==> src/rtl/flash_bufwr_pkg.sv <==
package flash_bufwr_pkg;

  typedef enum logic [2:0] {
    FE_OK    = 3'd0,
    FE_IO    = 3'd1,
    FE_PROT  = 3'd2,
    FE_RANGE = 3'd3,
    FE_TMO   = 3'd4
  } fe_code_t;

  localparam logic [7:0] CMD_RDSTAT = 8'h70;
  localparam logic [7:0] CMD_CLRST  = 8'h50;
  localparam logic [7:0] CMD_BUFREQ = 8'hE8;
  localparam logic [7:0] CMD_GO     = 8'hD0;

  localparam logic [7:0] MSK_RDY    = 8'h80;
  localparam logic [7:0] MSK_STALE  = 8'h30;
  localparam logic [7:0] MSK_PROT   = 8'h02;

  typedef enum logic [4:0] {
    ST_IDLE, ST_STCMD, ST_STRD, ST_STCHK, ST_CLRA, ST_CLRB,
    ST_REQ, ST_REQRD, ST_REQCHK, ST_FCLRA, ST_FCLRB,
    ST_CNT, ST_DATA, ST_GO, ST_WAIT, ST_POLL, ST_POLLCHK,
    ST_PCLRA, ST_PCLRB, ST_DONE
  } st_t;

endpackage

==> src/rtl/flash_bufwr_range.sv <==
module flash_bufwr_range #(
  parameter int ADDR_W    = 24,
  parameter int LEN_W     = 8,
  parameter int BW        = 2,
  parameter int BUF_BYTES = 32
) (
  input  logic [ADDR_W-1:0] addr_i,
  input  logic [LEN_W-1:0]  len_i,
  output logic              ok_o,
  output logic [ADDR_W-1:0] base_o,
  output logic [LEN_W-1:0]  last_o
);
  localparam int BW_LG = $clog2(BW);

  // in-window check: non-empty, word aligned, ends at or before window edge
  function automatic logic fits_window(input logic [ADDR_W-1:0] a,
                                       input logic [LEN_W-1:0]  n);
    int off;
    off = int'(a & ADDR_W'(BUF_BYTES-1));
    return (n != '0) && ((a & ADDR_W'(BW-1)) == '0) &&
           (off + int'(n) <= BUF_BYTES);
  endfunction

  // count word: ceil(n/BW)-1 == (n-1)/BW for n >= 1
  function automatic logic [LEN_W-1:0] count_word(input logic [LEN_W-1:0] n);
    return (n - LEN_W'(1)) >> BW_LG;
  endfunction

  function automatic logic [ADDR_W-1:0] window_base(input logic [ADDR_W-1:0] a);
    return a & ~ADDR_W'(BUF_BYTES-1);
  endfunction

  assign ok_o   = fits_window(addr_i, len_i);
  assign base_o = window_base(addr_i);
  assign last_o = count_word(len_i);

endmodule

==> src/rtl/flash_bufwr_pack.sv <==
module flash_bufwr_pack #(
  parameter int DATA_W = 16,
  parameter int LEN_W  = 8
) (
  input  logic [DATA_W-1:0] raw_i,
  input  logic [LEN_W-1:0]  rem_i,
  output logic [DATA_W-1:0] word_o
);
  localparam int BW = DATA_W / 8;

  for (genvar k = 0; k < BW; k++) begin : g_lane
    assign word_o[8*k +: 8] = (LEN_W'(k) < rem_i) ? raw_i[8*k +: 8] : 8'hFF;
  end

endmodule

==> src/rtl/flash_bufwr_est.sv <==
module flash_bufwr_est #(
  parameter int EST_W    = 6,
  parameter int EST_INIT = 4
) (
  input  logic             clk,
  input  logic             rst_n,
  input  logic             upd_i,
  input  logic             none_busy_i,
  input  logic             many_busy_i,
  output logic [EST_W-1:0] est_o
);
  localparam logic [EST_W-1:0] EST_MAX = {EST_W{1'b1}};

  logic [EST_W-1:0] est_q;

  always_ff @(posedge clk or negedge rst_n) begin
    if (!rst_n) begin
      est_q <= EST_W'(EST_INIT);
    end else if (upd_i) begin
      if (none_busy_i && est_q > EST_W'(1)) est_q <= est_q - EST_W'(1);
      else if (many_busy_i && est_q != EST_MAX) est_q <= est_q + EST_W'(1);
    end
  end

  assign est_o = est_q;

  p_est_floor_r9: assert property (@(posedge clk) disable iff (!rst_n)
    est_q != '0);

  p_est_drop_r9: assert property (@(posedge clk) disable iff (!rst_n)
    (upd_i && none_busy_i && est_q > EST_W'(1)) |=> est_q == $past(est_q) - EST_W'(1));

  p_est_hold_r9: assert property (@(posedge clk) disable iff (!rst_n)
    (!upd_i) |=> $stable(est_q));

endmodule

==> src/rtl/flash_bufwr_seq.sv <==
module flash_bufwr_seq
  import flash_bufwr_pkg::*;
#(
  parameter int ADDR_W     = 24,
  parameter int DATA_W     = 16,
  parameter int LEN_W      = 8,
  parameter int BUF_BYTES  = 32,
  parameter int MAX_REQ    = 20,
  parameter int POLL_LIMIT = 1000,
  parameter int EST_W      = 6,
  parameter int EST_INIT   = 4
) (
  input  logic              clk,
  input  logic              rst_n,
  input  logic              start,
  input  logic [ADDR_W-1:0] start_addr,
  input  logic [LEN_W-1:0]  byte_len,
  input  logic              stat_mode,
  input  logic              din_valid,
  input  logic [DATA_W-1:0] din_data,
  output logic              din_ready,
  output logic              fl_we,
  output logic              fl_re,
  output logic [ADDR_W-1:0] fl_addr,
  output logic [DATA_W-1:0] fl_wdata,
  input  logic [7:0]        fl_rstat,
  output logic              busy,
  output logic              done,
  output logic [2:0]        err_code,
  output logic [EST_W-1:0]  wait_est
);
  localparam int BW    = DATA_W / 8;
  localparam int TRY_W = $clog2(MAX_REQ + 1);
  localparam int PL_W  = $clog2(POLL_LIMIT + 1);

  st_t               st;
  logic [ADDR_W-1:0] cmd_q, addr_q;
  logic [LEN_W-1:0]  last_q, rem_q;
  logic [TRY_W-1:0]  tries_q;
  logic [PL_W-1:0]   poll_q;
  logic [EST_W-1:0]  wcnt_q;
  fe_code_t          err_q;

  // named internal events
  logic              rng_ok;
  logic [ADDR_W-1:0] rng_base;
  logic [LEN_W-1:0]  rng_last;
  logic              dev_ready, stale_seen, prot_seen;
  logic              last_beat, beat_fire;
  logic              est_upd, req_exhaust, poll_exhaust;
  logic [DATA_W-1:0] packed_word;
  logic [7:0]        cmd_byte;
  logic              cmd_wr;

  flash_bufwr_range #(
    .ADDR_W(ADDR_W), .LEN_W(LEN_W), .BW(BW), .BUF_BYTES(BUF_BYTES)
  ) u_range (
    .addr_i(start_addr), .len_i(byte_len),
    .ok_o(rng_ok), .base_o(rng_base), .last_o(rng_last)
  );

  flash_bufwr_pack #(.DATA_W(DATA_W), .LEN_W(LEN_W)) u_pack (
    .raw_i(din_data), .rem_i(rem_q), .word_o(packed_word)
  );

  flash_bufwr_est #(.EST_W(EST_W), .EST_INIT(EST_INIT)) u_est (
    .clk(clk), .rst_n(rst_n), .upd_i(est_upd),
    .none_busy_i(poll_q == '0), .many_busy_i(poll_q > PL_W'(1)),
    .est_o(wait_est)
  );

  assign dev_ready    = (fl_rstat & MSK_RDY) != 8'h00;
  assign stale_seen   = (fl_rstat & MSK_STALE) != 8'h00;
  assign prot_seen    = (fl_rstat & MSK_PROT) != 8'h00;
  assign last_beat    = rem_q <= LEN_W'(BW);
  assign beat_fire    = (st == ST_DATA) && din_valid;
  assign est_upd      = (st == ST_POLLCHK) && dev_ready;
  assign req_exhaust  = tries_q == TRY_W'(MAX_REQ);
  assign poll_exhaust = poll_q == PL_W'(POLL_LIMIT - 1);

  always_comb begin
    cmd_wr   = 1'b1;
    cmd_byte = CMD_RDSTAT;
    unique case (st)
      ST_STCMD, ST_CLRB, ST_FCLRB, ST_PCLRB: cmd_byte = CMD_RDSTAT;
      ST_CLRA, ST_FCLRA, ST_PCLRA:           cmd_byte = CMD_CLRST;
      ST_REQ:                                cmd_byte = CMD_BUFREQ;
      ST_GO:                                 cmd_byte = CMD_GO;
      ST_CNT:                                cmd_byte = 8'h00;
      default:                               cmd_wr   = 1'b0;
    endcase
  end

  assign fl_we     = cmd_wr || beat_fire;
  assign fl_re     = (st == ST_STRD) || (st == ST_REQRD) || (st == ST_POLL);
  assign fl_addr   = (st == ST_DATA) ? addr_q : cmd_q;
  assign fl_wdata  = (st == ST_DATA) ? packed_word :
                     (st == ST_CNT)  ? DATA_W'(last_q) : DATA_W'(cmd_byte);
  assign din_ready = (st == ST_DATA);
  assign busy      = (st != ST_IDLE);
  assign done      = (st == ST_DONE);
  assign err_code  = err_q;

  always_ff @(posedge clk or negedge rst_n) begin
    if (!rst_n) begin
      st      <= ST_IDLE;
      cmd_q   <= '0;
      addr_q  <= '0;
      last_q  <= '0;
      rem_q   <= '0;
      tries_q <= '0;
      poll_q  <= '0;
      wcnt_q  <= '0;
      err_q   <= FE_OK;
    end else begin
      unique case (st)
        ST_IDLE: if (start) begin
          if (rng_ok) begin
            cmd_q   <= rng_base;
            last_q  <= rng_last;
            addr_q  <= start_addr;
            rem_q   <= byte_len;
            tries_q <= '0;
            st      <= stat_mode ? ST_STRD : ST_STCMD;
          end else begin
            err_q <= FE_RANGE;
            st    <= ST_DONE;
          end
        end
        ST_STCMD:  st <= ST_STRD;
        ST_STRD:   st <= ST_STCHK;
        ST_STCHK:  st <= stale_seen ? ST_CLRA : ST_REQ;
        ST_CLRA:   st <= ST_CLRB;
        ST_CLRB:   st <= ST_REQ;
        ST_REQ: begin
          tries_q <= tries_q + TRY_W'(1);
          st      <= ST_REQRD;
        end
        ST_REQRD:  st <= ST_REQCHK;
        ST_REQCHK: begin
          if (dev_ready)        st <= ST_CNT;
          else if (req_exhaust) st <= ST_FCLRA;
          else                  st <= ST_REQ;
        end
        ST_FCLRA:  st <= ST_FCLRB;
        ST_FCLRB: begin
          err_q <= FE_IO;
          st    <= ST_DONE;
        end
        ST_CNT:    st <= ST_DATA;
        ST_DATA: if (din_valid) begin
          addr_q <= addr_q + ADDR_W'(BW);
          rem_q  <= rem_q - LEN_W'(BW);
          if (last_beat) st <= ST_GO;
        end
        ST_GO: begin
          wcnt_q <= wait_est;
          poll_q <= '0;
          st     <= ST_WAIT;
        end
        ST_WAIT: begin
          if (wcnt_q <= EST_W'(1)) st <= ST_POLL;
          else wcnt_q <= wcnt_q - EST_W'(1);
        end
        ST_POLL:   st <= ST_POLLCHK;
        ST_POLLCHK: begin
          if (dev_ready) begin
            if (prot_seen) begin
              err_q <= FE_PROT;
              st    <= ST_PCLRA;
            end else begin
              err_q <= FE_OK;
              st    <= ST_DONE;
            end
          end else if (poll_exhaust) begin
            err_q <= FE_TMO;
            st    <= ST_DONE;
          end else begin
            poll_q <= poll_q + PL_W'(1);
            st     <= ST_POLL;
          end
        end
        ST_PCLRA:  st <= ST_PCLRB;
        ST_PCLRB:  st <= ST_DONE;
        ST_DONE:   st <= ST_IDLE;
        default:   st <= ST_IDLE;
      endcase
    end
  end

  p_range_reject_r1: assert property (@(posedge clk) disable iff (!rst_n)
    (st == ST_IDLE && start && !rng_ok) |=> (done && err_code == FE_RANGE && !fl_we && !fl_re));

  p_req_bound_r4: assert property (@(posedge clk) disable iff (!rst_n)
    tries_q <= TRY_W'(MAX_REQ));

  p_no_bus_clash_r6: assert property (@(posedge clk) disable iff (!rst_n)
    !(fl_we && fl_re));

  p_beat_writes_r6: assert property (@(posedge clk) disable iff (!rst_n)
    (din_valid && din_ready) |-> (fl_we && fl_addr == addr_q));

  p_poll_after_go_r7: assert property (@(posedge clk) disable iff (!rst_n)
    (st == ST_GO) |=> (!fl_re && !fl_we));

  p_done_pulse_r12: assert property (@(posedge clk) disable iff (!rst_n)
    done |=> (!done && !busy));

  p_err_held_r12: assert property (@(posedge clk) disable iff (!rst_n)
    (!busy && !start) |=> $stable(err_code));

endmodule

==> config.mk <==
export PLATFORM = sky130hd
export DESIGN_NAME = flash_bufwr_seq
export DESIGN_NICKNAME = d
export VERILOG_FILES = /design/src/rtl/flash_bufwr_pkg.sv /design/src/rtl/flash_bufwr_range.sv /design/src/rtl/flash_bufwr_pack.sv /design/src/rtl/flash_bufwr_est.sv /design/src/rtl/flash_bufwr_seq.sv
export SDC_FILE = /design/constraint.sdc
export NUM_CORES = 1
export LEC_CHECK = 0
export BUFFER_PORTS_ARGS = -buffer_cell sky130_fd_sc_hd__buf_2
export CAP_MARGIN = 25
export CORE_UTILIZATION = 57
export DETAILED_ROUTE_END_ITERATION = 10
export PLACE_DENSITY = 0.87
export SETUP_SLACK_MARGIN = 0.3
export SLEW_MARGIN = 20
export SYNTH_ARGS = -nofsm -noshare
export SYNTH_HDL_FRONTEND = slang
export SYNTH_SLANG_ARGS = --single-unit
==> constraint.sdc <==
create_clock -name clk -period 3.21 [get_ports clk]
set_clock_uncertainty 0.15 [all_clocks]
set_input_delay 0.642 -clock clk [delete_from_list [all_inputs] [get_ports clk]]
set_output_delay 0.642 -clock clk [all_outputs]
set_load 0.005 [all_outputs]
# After elaboration in Yosys (flattened, before gate mapping)
# Cells that the tools add are included.
dict set report totals {
  word_cells 134
  register_bits 93
  input_bits 61
}
dict set report classes {
  n_lt_le_gt_ge 7
  reduce_logical 32
  muxes 44
  eq_ne 32
  addsub 9
}
# operator count
set op_table {}
lappend op_table {{$mux W24} 4}
lappend op_table {{$pmux W5 S18} 1}
lappend op_table {{$mux W8} 6}
lappend op_table {{$pmux W24 S2} 1}
lappend op_table {{$mux W5} 9}
lappend op_table {{$eq A5 B4 Y1 const B} 8}
lappend op_table {{$le A32 B7 Y1 const B} 1}
lappend op_table {{$eq A5 B5 Y1 const B} 5}
lappend op_table {{$add A24 B2 Y24 const B} 1}
lappend op_table {{$logic_not A24 Y1} 1}
lappend op_table {{$pmux W8 S3} 1}
lappend op_table {{$eq A5 B3 Y1 const B} 4}
lappend op_table {{$mux W10} 2}
lappend op_table {{$pmux W10 S2} 1}
lappend op_table {{$mux W6} 3}
lappend op_table {{$lt A1 B8 Y1 const A} 2}
lappend op_table {{$mux W16} 1}
lappend op_table {{$ne A2 B2 Y1 const B} 8}
lappend op_table {{$pmux W8 S2} 1}
lappend op_table {{$reduce_bool A8 Y1} 2}
lappend op_table {{$mux W3} 4}
lappend op_table {{$pmux W6 S2} 1}
lappend op_table {{$reduce_and A4 Y1} 3}
lappend op_table {{$sub A6 B1 Y6 const B} 2}
lappend op_table {{33 further kinds} 52}

# Longest topological paths before layout
dict set report depth {
  word_depth 6
  ltp_mapped 11
  depth_no_buf 9
}

# By module
# Synthesis repeated with hierarchy kept, for this count alone.
dict set report unflattened {
  hier_cells 807
  hier_area_um2 6917.9
}
# mod area_each_um2 cells_each instances
set by_module_without_submodules {}
lappend by_module_without_submodules {flash_bufwr_seq 5567.8 647 1}
lappend by_module_without_submodules {flash_bufwr_range 695.7 92 1}
lappend by_module_without_submodules {flash_bufwr_est 424.2 45 1}
lappend by_module_without_submodules {flash_bufwr_pack 230.2 23 1}

# Worst setup path before layout
# No wires, ideal clock.
dict set report synth_timing {
  kind {input-to-reg}
  start {input port start_addr[0]}
  end {register addr_q[19]}
  setup_slack_ns 0.166
  setup_ns 0.135
  arrival_ns 2.760
  stages 9
  t_required_ns 2.925
  path_cell_list {ha_1 -> fa_1 -> xor2_1 -> or3_1 -> o32ai_2 -> nand4_1 -> buf_2 -> a211oi_1 -> o22ai_1}
}
dict set report synth_via {
  elab_chain_cells 5
  word_cells_on_any_way 7
  cone_classes {add/sub: 1; order compare: 1; eq/ne: 1; reduce/logical: 4}
}
# item line_no
set synth_lines {}
lappend synth_lines {{from (decl)} flash_bufwr_seq.sv:16} ;# input logic [ADDR_W-1:0] start_addr,
lappend synth_lines {{$add A5 B8 Y9 / $logic_not A24 Y1 (equally long branches)} {flash_bufwr_range.sv:21, flash_bufwr_range.sv:20}}
lappend synth_lines {{$le A32 B7 Y1 / $logic_and A1 B1 Y1 (equally long branches)} {flash_bufwr_range.sv:21, flash_bufwr_range.sv:20}}
lappend synth_lines {{$logic_and A1 B1 Y1 (*)} flash_bufwr_range.sv:20} ;# return (n != '0) && ((a & ADDR_W'(BW-1)) == '0) &&
lappend synth_lines {{$ne A2 B2 Y1 (no line) (*)} --}
lappend synth_lines {{$reduce_and A4 Y1 (no line) (*)} --}
lappend synth_lines {{to (signal assigned)} flash_bufwr_seq.sv:121} ;# addr_q <= start_addr;
lappend synth_lines {{to (signal assigned)} flash_bufwr_seq.sv:152} ;# addr_q <= addr_q + ADDR_W'(BW);
lappend synth_lines {{to (decl)} flash_bufwr_seq.sv:37} ;# logic [ADDR_W-1:0] cmd_q, addr_q;
# Every way passes the cells marked *; elsewhere a longest branch is shown, timed or not.
# A chain may end at the register's enable or synchronous reset.

# Worst setup path in the final report
dict set report layout_timing {
  start {input port start_addr[0]}
  end {register addr_q[18]}
}
# The elaborated chain is that of the path after synthesis.

==> metrics.txt <==
routed vias/inst 6.03; Pwr Density 695 nW/um^2; DR iter-0 viols 557; final net count 987; synth cell count leaders nand2_1 (188), dfrtp_1 (92), nor2_1 (67); I/O Pins 115; row cnt 37; share of cells above drive strength 1 0.221; vias in the first global route 5833; per-cell routed wire length 15.7 um; H-tree Lvls 3; dpl cells 1027; worst skew pair latency 0.38 ns; Hold WC Path Type input port to asynchronous set/reset pin; total grt overflow 0; WHS 0.0904 ns; clk sinks 93; Critical Path RT 3.33 ns; startpoint types input port; Total Wirelength 16.4 mm; syn nets 875; initial antenna violation count 0; buffers and inverters on the worst path 3; Max Freq 341 MHz; max-slew violations 0; RSZ-0062 raised after global routing true; Area Overhead vs Synth 18.1%; # fillers 849; WS Path Type input port to flip-flop; register bit count reported by yosys 93; GRT Total Usage 0.302; Yosys top cell by area dfrtp_1; period utilization 0.914; DP Worst Slack -0.102 ns; Synth cell types 70; most frequent cell after synthesis nand2_1; r2r setup slk 0.51 ns; Initial Utilization 0.595; Overall Power 5.09 mW; first-pass GRT wire length 27.5 mm; Tmin final 2.93 ns; die height 106 um; FF-to-FF End addr_q[13]; top cell type's share of synthesized area 0.371; core footprint 10400 um^2; final hold viol count 0; status finished, final reports clean; drt first pass iters 5; diode count 0; Final ANT Viol Nets 0; routability cong. 0.889; Port-buffer cells 110; leakage power 3.47 nW; CTS root buf clkbuf_8; ranking of synthesized cells by area dfrtp_1 (37%), nand2_1 (11%), o21ai_0 (4.9%), ha_1 (4.2%), nor2_1 (4.1%); Post-synth top flop dfrtp_1; worst r2r src st[4]; Setup violations, final 0; clock-pin slew of the registers on the worst-case setup and hold paths 0.09 ns; TritonCTS Buffers 9; CP top delay family simple AND/OR/NAND/NOR gates; Synth Cell Area 6200 um^2; FF+latch area 2330 um^2; Final Non-Filler Cells 1044; # DRC 0; die footprint 11300 um^2; Worst setup EP type flip-flop; Horiz. Die Dim 106 um; Yosys warning total 0; Setup WS post-layout 0.276 ns; area of the multi-input gates 3660 um^2; worst-margin pin slew 0.565 ns; via count 6294; Post-CTS Hold Buffers 0; syn avg cell area 7.83 um^2; CTS tree yes; worst-case clock buffer depth 2; Worst EP arrival 3.05 ns; Post-synth EDFFs 0; final core utilization 0.703; placed wire-length estimate 11.6 mm; max incr delay on CP 0.39 ns; worst-path fanout max 7; Worst Reg2Reg Path Length in Cells 9; relative slew slack 0.620; slowest CP cell o32ai_4; largest net degree at the start of global routing 65; Seq/Total Area, Yosys 0.376; Synth async-reset ratio 1.00; CP Cell Sequence buf_2 > ha_2 > fa_2 > xor2_1 > or3_4 > o32ai_4 > nand4_1 > buf_6 > nand2_1 > buf_4 > o2bb2a_1; max-cap violations 0; setup tns final 0 ns; post-route design area 7320 um^2; Area after DPL 7050 um^2; Syn Inst Count 792; Peak VDD IR 0.370 mV
[what timing repair did]
item	4_1_cts	5_1_grt
pin swaps	0	3
gates resized for setup	3	12
buffers inserted	0	2
setup endpoints to repair	5	28
[placed cells by master, fill, tap and decap left out, drive strengths merged, types with 11 or more instances in the layout]
master | netlist | final
nand2 | 188 | 188
dfrtp | 92 | 92
nor2 | 68 | 68
and3 | 14 | 14
nand3 | 28 | 28
ha | 21 | 21
a21oi | 38 | 38
buf | 25 | 148
a31oi | 11 | 11
xnor2 | 11 | 11
inv | 20 | 20
nor3 | 32 | 32
nand4 | 18 | 18
o21ai | 65 | 65
xor2 | 11 | 11
[where the power goes]
group          total (mW)  switching, mW  internal, mW
registers            2.09          0.494          1.59
clock network       0.735          0.435         0.300
logic                2.26           1.26          1.00
total                5.09           2.19          2.89
[registers in the layout, summed over array words and instances, names as in the netlist]
signal,cells
addr_q,24
cmd_q,19
err_code,3
last_q,7
poll_q,10
rem_q,8
st,5
tries_q,5
u_est.est_o,6
wcnt_q,6
[layout make-up]
| class | instances | area share |
|---|---|---|
| inverter | 21 | 0.0108 |
| timing repair buffer | 148 | 0.124 |
| multi-input combinational | 631 | 0.500 |
| sequential | 93 | 0.319 |
| clock buffer | 10 | 0.0188 |
| tap | 136 | 0.0232 |
| clock inverter | 5 | 0.00513 |
[routing by layer]
layer | vias to the layer above | GRT usage | wire length (um)
li1 | 3048 | - | -
met1 | 2920 | 0.410 | 6950
met2 | 292 | 0.493 | 7880
met3 | 34 | 0.0417 | 1240
met4 | 0 | 0.109 | 351
met5 | - | 0 | 0
[cell families (layout without fill, tap and decap cells)]
group | after synthesis | after routing | synth area share
multiplexers | 7 | 7 | 0.0119
XOR/XNOR | 22 | 22 | 0.0311
adder cells (fa/ha/maj) | 22 | 22 | 0.0456
flip-flops | 93 | 93 | 0.376
AND/OR/NAND/NOR | 393 | 393 | 0.295
buffers and inverters | 68 | 184 | 0.0458
AO/OA/AOI/OAI | 187 | 187 | 0.195
[worst max path at each step]
stage	slack, ns	cells after the start	endpoint	startpoint
after floorplan	0.30	8	err_code[1]	start_addr[0]
after global placement	-0.02	11	addr_q[18]	start_addr[0]
after detailed placement	-0.10	12	addr_q[18]	start_addr[0]
after CTS	0.30	12	addr_q[18]	start_addr[0]
after global routing	0.22	11	addr_q[18]	start_addr[0]
final	0.28	11	addr_q[18]	start_addr[0]
No activity file was read; power rests on OpenSTA's default activity.
